<file path="config.mk">
export PLATFORM = sky130hd
export DESIGN_NAME = axi_err_irq_reg
export DESIGN_NICKNAME = d
export VERILOG_FILES = /design/src/rtl/axi_err_irq_reg.sv
export SDC_FILE = /design/constraint.sdc
export NUM_CORES = 1
export LEC_CHECK = 0
export ABC_CLOCK_PERIOD_IN_PS = 1200
export BUFFER_PORTS_ARGS = -buffer_cell sky130_fd_sc_hd__buf_4
export CORE_MARGIN = 2
export CORE_UTILIZATION = 33
export DETAILED_ROUTE_END_ITERATION = 12
export PLACE_DENSITY = 0.85
export SYNTH_ARGS = -nofsm -noshare
export SYNTH_HDL_FRONTEND = slang
export SYNTH_SLANG_ARGS = --single-unit
</file>
<file path="constraint.sdc">
create_clock -name clk -period 1.2 [get_ports clk]
set_clock_uncertainty 0.2 [all_clocks]
set_input_delay 0 -clock clk [delete_from_list [all_inputs] [get_ports clk]]
set_output_delay 0 -clock clk [all_outputs]
set_load 0.1 [all_outputs]
</file>
<file path="src/rtl/axi_err_irq_reg.sv">
module axi_err_irq_reg #(
  parameter int NSRC = 4
) (
  input  logic        clk,
  input  logic        rst_n,
  input  logic        reg_wr_en,
  input  logic [31:0] reg_wdata,
  output logic [31:0] reg_rdata,
  input  logic        b_valid,
  input  logic        b_ready,
  input  logic [1:0]  b_resp,
  input  logic        r_valid,
  input  logic        r_ready,
  input  logic [1:0]  r_resp,
  output logic        irq
);
  localparam int SEN_LSB = 8;
  localparam int SIG_LSB = 16;

  logic [NSRC-1:0] status_q, sen_q, sig_q, ev, clr;
  logic b_hs, r_hs, unused_wbits;

  assign b_hs = b_valid && b_ready && b_resp[1];
  assign r_hs = r_valid && r_ready && r_resp[1];
  assign ev   = {b_hs && !b_resp[0], b_hs && b_resp[0], r_hs && !r_resp[0], r_hs && r_resp[0]};
  assign clr  = reg_wr_en ? reg_wdata[NSRC-1:0] : '0;
  assign unused_wbits = ^{reg_wdata[31:SIG_LSB+NSRC], reg_wdata[SIG_LSB-1:SEN_LSB+NSRC],
                          reg_wdata[SEN_LSB-1:NSRC]};

  always_ff @(posedge clk or negedge rst_n) begin
    if (!rst_n) begin
      status_q <= '0;
      sen_q    <= '0;
      sig_q    <= '0;
      irq      <= 1'b0;
    end else begin
      status_q <= (status_q & ~clr) | (ev & sen_q);
      irq      <= |(status_q & sig_q);
      if (reg_wr_en) begin
        sen_q <= reg_wdata[SEN_LSB +: NSRC];
        sig_q <= reg_wdata[SIG_LSB +: NSRC];
      end
    end
  end

  always_comb begin
    reg_rdata = '0;
    reg_rdata[NSRC-1:0]          = status_q;
    reg_rdata[SEN_LSB +: NSRC]   = sen_q;
    reg_rdata[SIG_LSB +: NSRC]   = sig_q;
  end

  AST_SET_NEEDS_EN: assert property (@(posedge clk) disable iff (!rst_n)
    ((status_q & ~$past(status_q) & ~$past(sen_q)) == '0));
  AST_STICKY: assert property (@(posedge clk) disable iff (!rst_n)
    !reg_wr_en |=> ((status_q & $past(status_q)) == $past(status_q)));
  AST_SET_WINS: assert property (@(posedge clk) disable iff (!rst_n)
    1'b1 |=> ((status_q & $past(ev & sen_q)) == $past(ev & sen_q)));
  AST_OK_IGNORED: assert property (@(posedge clk) disable iff (!rst_n)
    (!reg_wr_en && !(r_valid && r_ready && r_resp[1]) && !(b_valid && b_ready && b_resp[1]))
      |=> $stable(status_q));
  AST_IRQ_MASKED: assert property (@(posedge clk) disable iff (!rst_n)
    ((status_q & sig_q) == '0) |=> !irq);
endmodule

</file>
# ---- Word level (Yosys, flattened, before mapping)
# Cells that the tools add are included.
dict set report word_totals {
  register_bits 13
  input_bits 43
  output_inout_bits 33
  wordCells 21
}
dict set report classes {
  mux 1
  n_bitwise 5
  n_reduce_logical 11
}
# cell count
set op_table {}
lappend op_table {{$and 4x4->4} 3}
lappend op_table {{$logic_and 1x1->1} 8}
lappend op_table {{$mux 4} 1}
lappend op_table {{$not 4->4} 1}
lappend op_table {{$or 4x4->4} 1}
lappend op_table {{$reduce_or 4->1} 1}
lappend op_table {{$logic_not 1->1} 2}

# ---- Logic depth before layout (Yosys ltp)
# Gate-level depths: netlist of the first run.
dict set report logic_depth {
  word_depth 5
  depth_mapped 3
  mapped_depth_nobuf 2
}

# ---- Worst setup path after synthesis of the first run
# No wires, ideal clock.
dict set report synth_timing {
  kind {reg2reg}
  from {register status_q[0]}
  to {register irq}
  setup_ps 70
  arrival_ps 1209
  required_ps 930
  path_slack_ps -280
  stages_incl_launch_ff 3
  path_buffers 0
  synth_period_minus_slack_ps 1480
  cell_sequence {dfrtp_1 -> a22oi_1 -> nand2_1}
}
dict set report synth_between {
  elab_chain_cells 2
}
# item line
set synth_lines {}
lappend synth_lines {{start: declaration} 20} ;# logic [NSRC-1:0] status_q, sen_q, sig_q, ev, clr;
lappend synth_lines {{start signal: assignment} 37} ;# status_q <= (status_q & ~clr) | (ev & sen_q);
lappend synth_lines {{$and 4x4->4} 38} ;# irq <= |(status_q & sig_q);
lappend synth_lines {{$reduce_or 4->1} 38}
lappend synth_lines {{end signal: assignment} 38}
lappend synth_lines {{end: declaration} 15} ;# output logic irq
# Every way passes these cells.
# A chain may end at the register's enable or synchronous reset.

# ---- Worst setup path after layout of the first run
dict set report layout_timing {
  from {register sen_q[3]}
  to {output port reg_rdata[11]}
}
# item line
set layout_rtl {}
lappend layout_rtl {{start: declaration} 20}
lappend layout_rtl {{start signal: assignment} 40} ;# sen_q <= reg_wdata[SEN_LSB +: NSRC];
lappend layout_rtl {{end: declaration} 8} ;# output logic [31:0] reg_rdata,
# No word-level cell between the ends.

==> impl_summary.log, run 1 <==
[metrics] number of standard cells after synthesis: 58
[metrics] overall die height: slightly below 50 um
[metrics] cell with the biggest individual delay on the critical path: sky130_fd_sc_hd__dfrtp_4
[metrics] drt total wl: approximately 1.6 mm
[metrics] critical path cell sequence: buf_6
[metrics] category of the worst setup path launch point: register
[metrics] buffer and inverter count on the worst path: 1
[metrics] layout cells sized above 1: just under 50%
[metrics] data required time of the worst path: 1.00 ns
[metrics] total congestion overflow after global routing: 0
[metrics] initial antenna violation count: 0
[metrics] pre-CTS setup slack: approximately 0.14 ns
[metrics] clock network latency to the later pin of the worst-skew pair: around 0.27 ns
[metrics] wire length of the first global-routing pass: about 2.5 mm
[metrics] worst stage delay on the critical path: ~0.5 ns
[metrics] setup repair after global routing missed its margin: no
[metrics] CP arrival: roughly 0.96 ns
[metrics] final setup violating endpoints: 0
[metrics] TritonCTS Buffers: 3
[metrics] H-tree levels: 1
[metrics] reg2reg setup slack: 0.13 ns
[metrics] outcome: completed
[metrics] CTS tree: yes
[metrics] maximum count of clock buffers along a single path: 2
[metrics] clock edge transition at the registers on the reported setup and hold paths: 0.08 ns
[metrics] Post-Synthesis Mean Instance Area: 11.6 sq um
[metrics] largest fanout of any net on the critical path: 3
[metrics] PnR worst setup slack: roughly 0.042 ns
[metrics] area added between synthesis and finish: 78.3%
[metrics] final routed wire length divided by cell count: 10.7 um
[metrics] #FFs+latches synth: 13
[metrics] final worst-path cycle share: between 90 and 100%
[metrics] Max Transition Viols Final: 0
[metrics] Total Negative Setup Slacks: 0 ns
[metrics] number of buffers added on ports: 35
[metrics] Netlist cell types: 10
[metrics] end point of the most critical hold path: sen_q[2]
[metrics] minimum period implied by the final worst setup slack: 1.16 ns
[metrics] detailed-route DRC error count: 0
[metrics] number of cells on the worst hold path: 3
[metrics] Cell Area, Synth: between 600 and 700 sq um
[metrics] number of failing hold endpoints at the final stage: 0
[metrics] DIE AREA: approximately 2400 sq um
[metrics] Largest delay share family, worst path: flip-flops
[metrics] Warnings, synthesis: 0
[metrics] via density per instance: 4.06
[metrics] category of the critical setup timing path: register to output pin
[metrics] drt initial violations: 0
[metrics] number of buffers inserted to repair setup after CTS: 0
[metrics] Setup crit end kind: output pin
[metrics] number of cells on the worst reg-to-reg path: 1
[metrics] leakage power summed over all cells: 0.000582 uW
[metrics] FP Rows: 16
[metrics] vias in the first global route: roughly 580
[metrics] # nets final: ~160
[metrics] endpoint of the lowest-slack register-to-register path: sen_q[3]
[metrics] start point of the worst min-delay path: reg_wdata[10]
[metrics] root buf cell: sky130_fd_sc_hd__clkbuf_4
[metrics] post-synthesis sequential area ratio: 48.2%
[metrics] peak ir drop on the vdd network: about 0.79 mV
[metrics] overall routing resource usage: between 10 and 15%
[metrics] number of ports placed on the die boundary: 76
[metrics] path category of the worst min-delay check: input port to register
[metrics] Reg2Reg Launch Point: sen_q[3]
[metrics] Horiz. Die Dim: around 50 um
[metrics] highest achievable clock rate: between 0.8 and 0.9 GHz
[metrics] vias after detailed routing: a little under 600
[metrics] maxcap violations: 0
[metrics] pin count of the biggest net entering global routing: 14
[metrics] final antenna-violating net count: 0
[metrics] power per cell area: roughly 1400 nW/um^2
[metrics] effective utilization at floorplan: approximately a third
[metrics] Antenna Diode Count: 0
[metrics] Final HPWL DP: 1.08 mm
[metrics] Placeable Area: between 1500 and 2000 sq um
[metrics] total design power: 1680 uW
[metrics] final weighted congestion in routability-driven placement: ~0.7
[metrics] First-pass DRT Iterations: 1
[metrics] total number of clock tree sinks: 13
[routing by layer]
| layer | vias to the layer above | routed length, um | track usage (%) |
|---|---|---|---|
| li1 | 280 | - | - |
| met1 | 274 | 538 | 13.8 |
| met5 | - | 0 | 0 |
| met4 | 0 | 4 | 4.29 |
| met2 | 33 | 903 | 27.3 |
| met3 | 2 | 106 | 3.37 |
[final cells by class]
cell class                 count  area (sq um)
timing repair buffer          58           523
fill                         178           739
tap                           27          33.8
clock buffer                   4          26.3
multi-input combinational     41           251
sequential                    13           360
inverter                       2          7.51
[registers in the layout, summed over array words and instances (netlist names)]
signal and count:
sen_q 4, sig_q 4, status_q 4, irq 1
[worst max-delay path by stage]
stage	depth (start not counted)	endpoint	slack (ns)	from
final	1	reg_rdata[11]	0.04	sen_q[3]
after global routing	1	reg_rdata[18]	0.009	sig_q[2]
after CTS	1	reg_rdata[9]	0.03	sen_q[1]
after detailed placement	1	sig_q[2]	0.14	sig_q[2]
after global placement	1	sen_q[3]	0.16	sen_q[3]
after floorplan	1	sig_q[2]	-0.02	sig_q[2]
[layout by cell type (no fill, tap or decap)]
cell type / instances
sky130_fd_sc_hd__dlygate4sd3_1: 23
sky130_fd_sc_hd__nand2_1: 5
sky130_fd_sc_hd__conb_1: 20
sky130_fd_sc_hd__inv_1: 2
sky130_fd_sc_hd__dfrtp_2: 4
sky130_fd_sc_hd__a22oi_1: 2
sky130_fd_sc_hd__buf_4: 27
sky130_fd_sc_hd__a32o_1: 4
sky130_fd_sc_hd__clkbuf_1: 1
sky130_fd_sc_hd__buf_6: 8
sky130_fd_sc_hd__clkbuf_4: 3
sky130_fd_sc_hd__dfrtp_1: 1
sky130_fd_sc_hd__dfrtp_4: 8
sky130_fd_sc_hd__and3_1: 2
sky130_fd_sc_hd__mux2_2: 8
[per-stage QoR]
step / cell area, sq um / cells / utilization, % / hold WS [ns]
after floorplan: 781 / 77 / - / -0.496
after global placement: 916 / 118 / 47.2 / -0.352
after detailed placement: 916 / 118 / 47.2 / -0.348
after CTS: 1200 / 145 / 61.9 / 0.289
after global routing: 1200 / 145 / 61.9 / 0.303
final: 1200 / 145 / 61.9 / 0.303
[power breakdown]
group	switching [uW]	total, uW	internal (uW)
Clock	140	269	129
Sequential	36.5	537	501
Combinational	670	876	206
[repair_timing]
| item | in CTS | in global routing |
|---|---|---|
| resized for setup | 8 | 0 |
| setup endpoints to repair | 8 | 0 |
| hold endpoints to repair | 25 | 0 |
| hold buffers | 23 | 0 |
[synth_stat cells (all sizes together)]
master,count,area (sq um)
conb,1,3.75
inv,2,7.51
mux2,8,90.1
a22oi,2,15.0
and3,2,12.5
dfrtp,13,325
nand2,5,18.8
buf,21,161
a32o,4,40.0
[logic make-up after synthesis]
family	after synthesis	share of synthesized area, %
compound gates	6	8.16
buf+inv	23	25.0
flops	13	48.2
mux	8	13.4
other cells	1	0.556
simple gates	7	4.64
Power figures use the tool's default switching activity.
==> run 2, diff against run 1 <==
--- a/config.mk
+++ b/config.mk
@@ -10,7 +10,8 @@
 export CORE_MARGIN = 2
 export CORE_UTILIZATION = 33
 export DETAILED_ROUTE_END_ITERATION = 12
-export PLACE_DENSITY = 0.85
+export PLACE_DENSITY = 0.79
+export SETUP_SLACK_MARGIN = 0.5
 export SYNTH_ARGS = -nofsm -noshare
 export SYNTH_HDL_FRONTEND = slang
 export SYNTH_SLANG_ARGS = --single-unit
==> impl_summary.log, run 2 (synthesis results as in run 1) <==
[metrics] via density per instance: 4.06 (about the same)
[metrics] TritonCTS Buffers: 3 (unchanged)
[metrics] CTS tree: yes (unchanged)
[metrics] Max Transition Viols Final: 0 (unchanged)
[metrics] number of cells on the worst reg-to-reg path: 1 (unchanged)
[metrics] overall die height: 49.2 um (unchanged)
[metrics] category of the worst setup path launch point: register (unchanged)
[metrics] effective utilization at floorplan: 34.7% (unchanged)
[metrics] critical path cell sequence: buf_12 (was buf_6)
[metrics] total congestion overflow after global routing: 0 (unchanged)
[metrics] final-layout worst hold slack: -0.237 ns (was 0.303 ns)
[metrics] data required time of the worst path: 1.00 ns (about the same)
[metrics] DIE AREA: 2420 sq um (unchanged)
[metrics] internal power contribution: 895 uW (was 836 uW)
[metrics] total of fill cells in the finished design: 164 (was 178)
[metrics] area added between synthesis and finish: 68.1% (was 78.3%)
[metrics] # nets final: 140 (was 162)
[metrics] number of buffers added on ports: 35 (unchanged)
[metrics] Switch Pwr: 850 uW (was 847 uW)
[metrics] H-tree levels: 1 (unchanged)
[metrics] clock edge transition at the registers on the reported setup and hold paths: 0.07 ns (was 0.08 ns)
[metrics] final cell area excluding filler cells: 1130 sq um (was 1200 sq um)
[metrics] Antenna Diode Count: 0 (unchanged)
[metrics] commonest non-fill, non-tap cell in the layout: sky130_fd_sc_hd__buf_4 (unchanged)
[metrics] Crit path depth: 1 (unchanged)
[metrics] Setup crit end kind: output pin (unchanged)
[metrics] clock network latency to the later pin of the worst-skew pair: 0.26 ns (was 0.27 ns)
[metrics] root buf cell: sky130_fd_sc_hd__clkbuf_4 (unchanged)
[metrics] number of cells on the worst hold path: 2 (was 3)
[metrics] Largest delay share family, worst path: flip-flops (unchanged)
[metrics] cell with the biggest individual delay on the critical path: sky130_fd_sc_hd__dfrtp_4 (unchanged)
[metrics] pin count of the biggest net entering global routing: 14 (unchanged)
[metrics] number of ports placed on the die boundary: 76 (unchanged)
[metrics] initial antenna violation count: 0 (unchanged)
[metrics] final routed wire length divided by cell count: 11.8 um (was 10.7 um)
[metrics] largest fanout of any net on the critical path: 3 (unchanged)
[metrics] First-pass DRT Iterations: 4 (was 1)
[metrics] peak ir drop on the vdd network: 1.04 mV (was 0.789 mV)
[metrics] maxcap violations: 0 (unchanged)
[metrics] layout cells sized above 1: 62.5% (was 49.2%)
[metrics] wire length of the first global-routing pass: 2.37 mm (was 2.50 mm)
[metrics] failing checks: hold timing
[metrics] detailed-route DRC error count: 0 (unchanged)
[metrics] vias after detailed routing: 499 (was 589)
[metrics] CP arrival: 0.95 ns (was 0.96 ns)
[metrics] worst stage delay on the critical path: 0.51 ns (was 0.49 ns)
[metrics] number of buffers inserted to repair setup after CTS: 0 (unchanged)
[metrics] switching share of total power: 48.7% (was 50.3%)
[metrics] final antenna-violating net count: 0 (unchanged)
[metrics] power per cell area: 1540 nW/um^2 (was 1400 nW/um^2)
[metrics] buffer and inverter count on the worst path: 1 (unchanged)
[metrics] maximum count of clock buffers along a single path: 2 (unchanged)
[metrics] drt total wl: 1.46 mm (was 1.55 mm)
[metrics] Horiz. Die Dim: 49.2 um (unchanged)
[metrics] path category of the worst min-delay check: input port to register (unchanged)
[metrics] overall routing resource usage: 12.9% (was 13.8%)
[metrics] final weighted congestion in routability-driven placement: 0.609 (was 0.683)
[metrics] Final HPWL DP: 1.13 mm (was 1.08 mm)
[metrics] final setup violating endpoints: 0 (unchanged)
[metrics] drt initial violations: 8 (was 0)
[metrics] part of the power in combinational logic: 52.6% (was 52.1%)
[metrics] setup repair after global routing missed its margin: yes (was no)
[metrics] Placeable Area: 1940 sq um (unchanged)
[metrics] highest achievable clock rate: 0.870 GHz (was 0.864 GHz)
[metrics] leakage power summed over all cells: 0.000530 uW (was 0.000582 uW)
[metrics] minimum period implied by the final worst setup slack: 1.15 ns (was 1.16 ns)
[metrics] FP Rows: 16 (unchanged)
[metrics] category of the critical setup timing path: register to output pin (unchanged)
[metrics] commonest cells after routing, fill and taps aside: sky130_fd_sc_hd__buf_4 (22), sky130_fd_sc_hd__conb_1 (20), sky130_fd_sc_hd__dfrtp_4 (13), sky130_fd_sc_hd__buf_12 (13), sky130_fd_sc_hd__mux2_2 (8) (was sky130_fd_sc_hd__buf_4 (27), sky130_fd_sc_hd__dlygate4sd3_1 (23), sky130_fd_sc_hd__conb_1 (20))
[metrics] relative contribution of the clock network to total power: 14.8% (was 16.0%)
[metrics] final worst-path cycle share: 95.8% (was 96.5%)
[metrics] outcome: finished with violations (was completed)
[metrics] largest registers: sen_q: 4 flops, sig_q: 4 flops, status_q: 4 flops (unchanged)
[metrics] number of failing hold endpoints at the final stage: 25 (was 0)
[metrics] vias in the first global route: 545 (was 576)
[metrics] number of hold-repair buffers added at the cts stage: 1 (was 23)
[metrics] area taken by flip-flops and latches: 374 sq um (was 360 sq um)
[metrics] area occupied by multi-input gates: 256 sq um (was 251 sq um)
[metrics] Total Negative Setup Slacks: 0 ns (unchanged)
[metrics] sequential fraction of design power: 32.6% (was 31.9%)
[metrics] total number of clock tree sinks: 13 (unchanged)
[metrics] Placement Cell Area: 930 sq um (was 916 sq um)
## run 2: cell types whose count changed in the layout (fill, tap and decap cells not counted), moves of 4 or more
cell	previous run	this run
sky130_fd_sc_hd__dfrtp_2	4	0
sky130_fd_sc_hd__dlygate4sd3_1	23	1
sky130_fd_sc_hd__buf_12	0	13
sky130_fd_sc_hd__buf_4	27	22
sky130_fd_sc_hd__buf_6	8	0
sky130_fd_sc_hd__dfrtp_4	8	13
## run 2: routing by layer
| layer | share of wire (%) | wire (um) | global-route usage, % |
|---|---|---|---|
| met1 | 37 | 539 | 13.2 |
| met5 | 0 | 0 | 0 |
| met3 | 7.3 | 107 | 6.13 |
| met4 | 0 | 0 | 1.43 |
| met2 | 56 | 811 | 24.1 |
## run 2: final cells by class
| class | instances | share of cell area (%) |
|---|---|---|
| inverter | 2 | 0.662 |
| sequential | 13 | 33.0 |
| tap | 27 | 2.98 |
| multi-input combinational | 41 | 22.6 |
| timing repair buffer | 36 | 38.4 |
| clock buffer | 4 | 2.32 |
## run 2: path summary, 6_finish.rpt
kind / start / endpoint / slack [ns]
setup / recovery: sig_q[1] / reg_rdata[17] / 0.05
hold / removal: reg_wdata[16] / sig_q[0] / -0.24
setup reg to reg: sig_q[1] / sig_q[1] / 0.12
hold reg to reg: status_q[3] / irq / 0.39
max in group asynchronous: rst_n / sen_q[1] / 0.71
min in group asynchronous: rst_n / sen_q[2] / -0.09
## run 2: power groups by stage
stage / logic, uW / clock network, uW / registers (uW)
after detailed placement: 800 / 0 / 553
after CTS: 918 / 274 / 570
after global placement: 794 / 0 / 552
final: 918 / 258 / 569
after global routing: 941 / 295 / 578
after floorplan: 379 / 0 / 877
## run 2: through the flow
step	util [%]	worst slack (ns)	power (uW)	cells
5_1_grt	58.4	0.0107	1810	123
6_report	58.4	0.0507	1740	123
4_1_cts	58.4	0.0352	1760	123
3_3_place_gp	47.9	0.144	1350	118
3_5_place_dp	47.9	0.141	1350	118
2_1_floorplan	-	-0.0243	1260	77
## run 2: timing repair
| item | 4_1_cts | 5_1_grt |
|---|---|---|
| endpoints found under the hold margin | 25 | 25 |
| setup endpoints to repair | 26 | 26 |
| resized for setup | 40 | 0 |
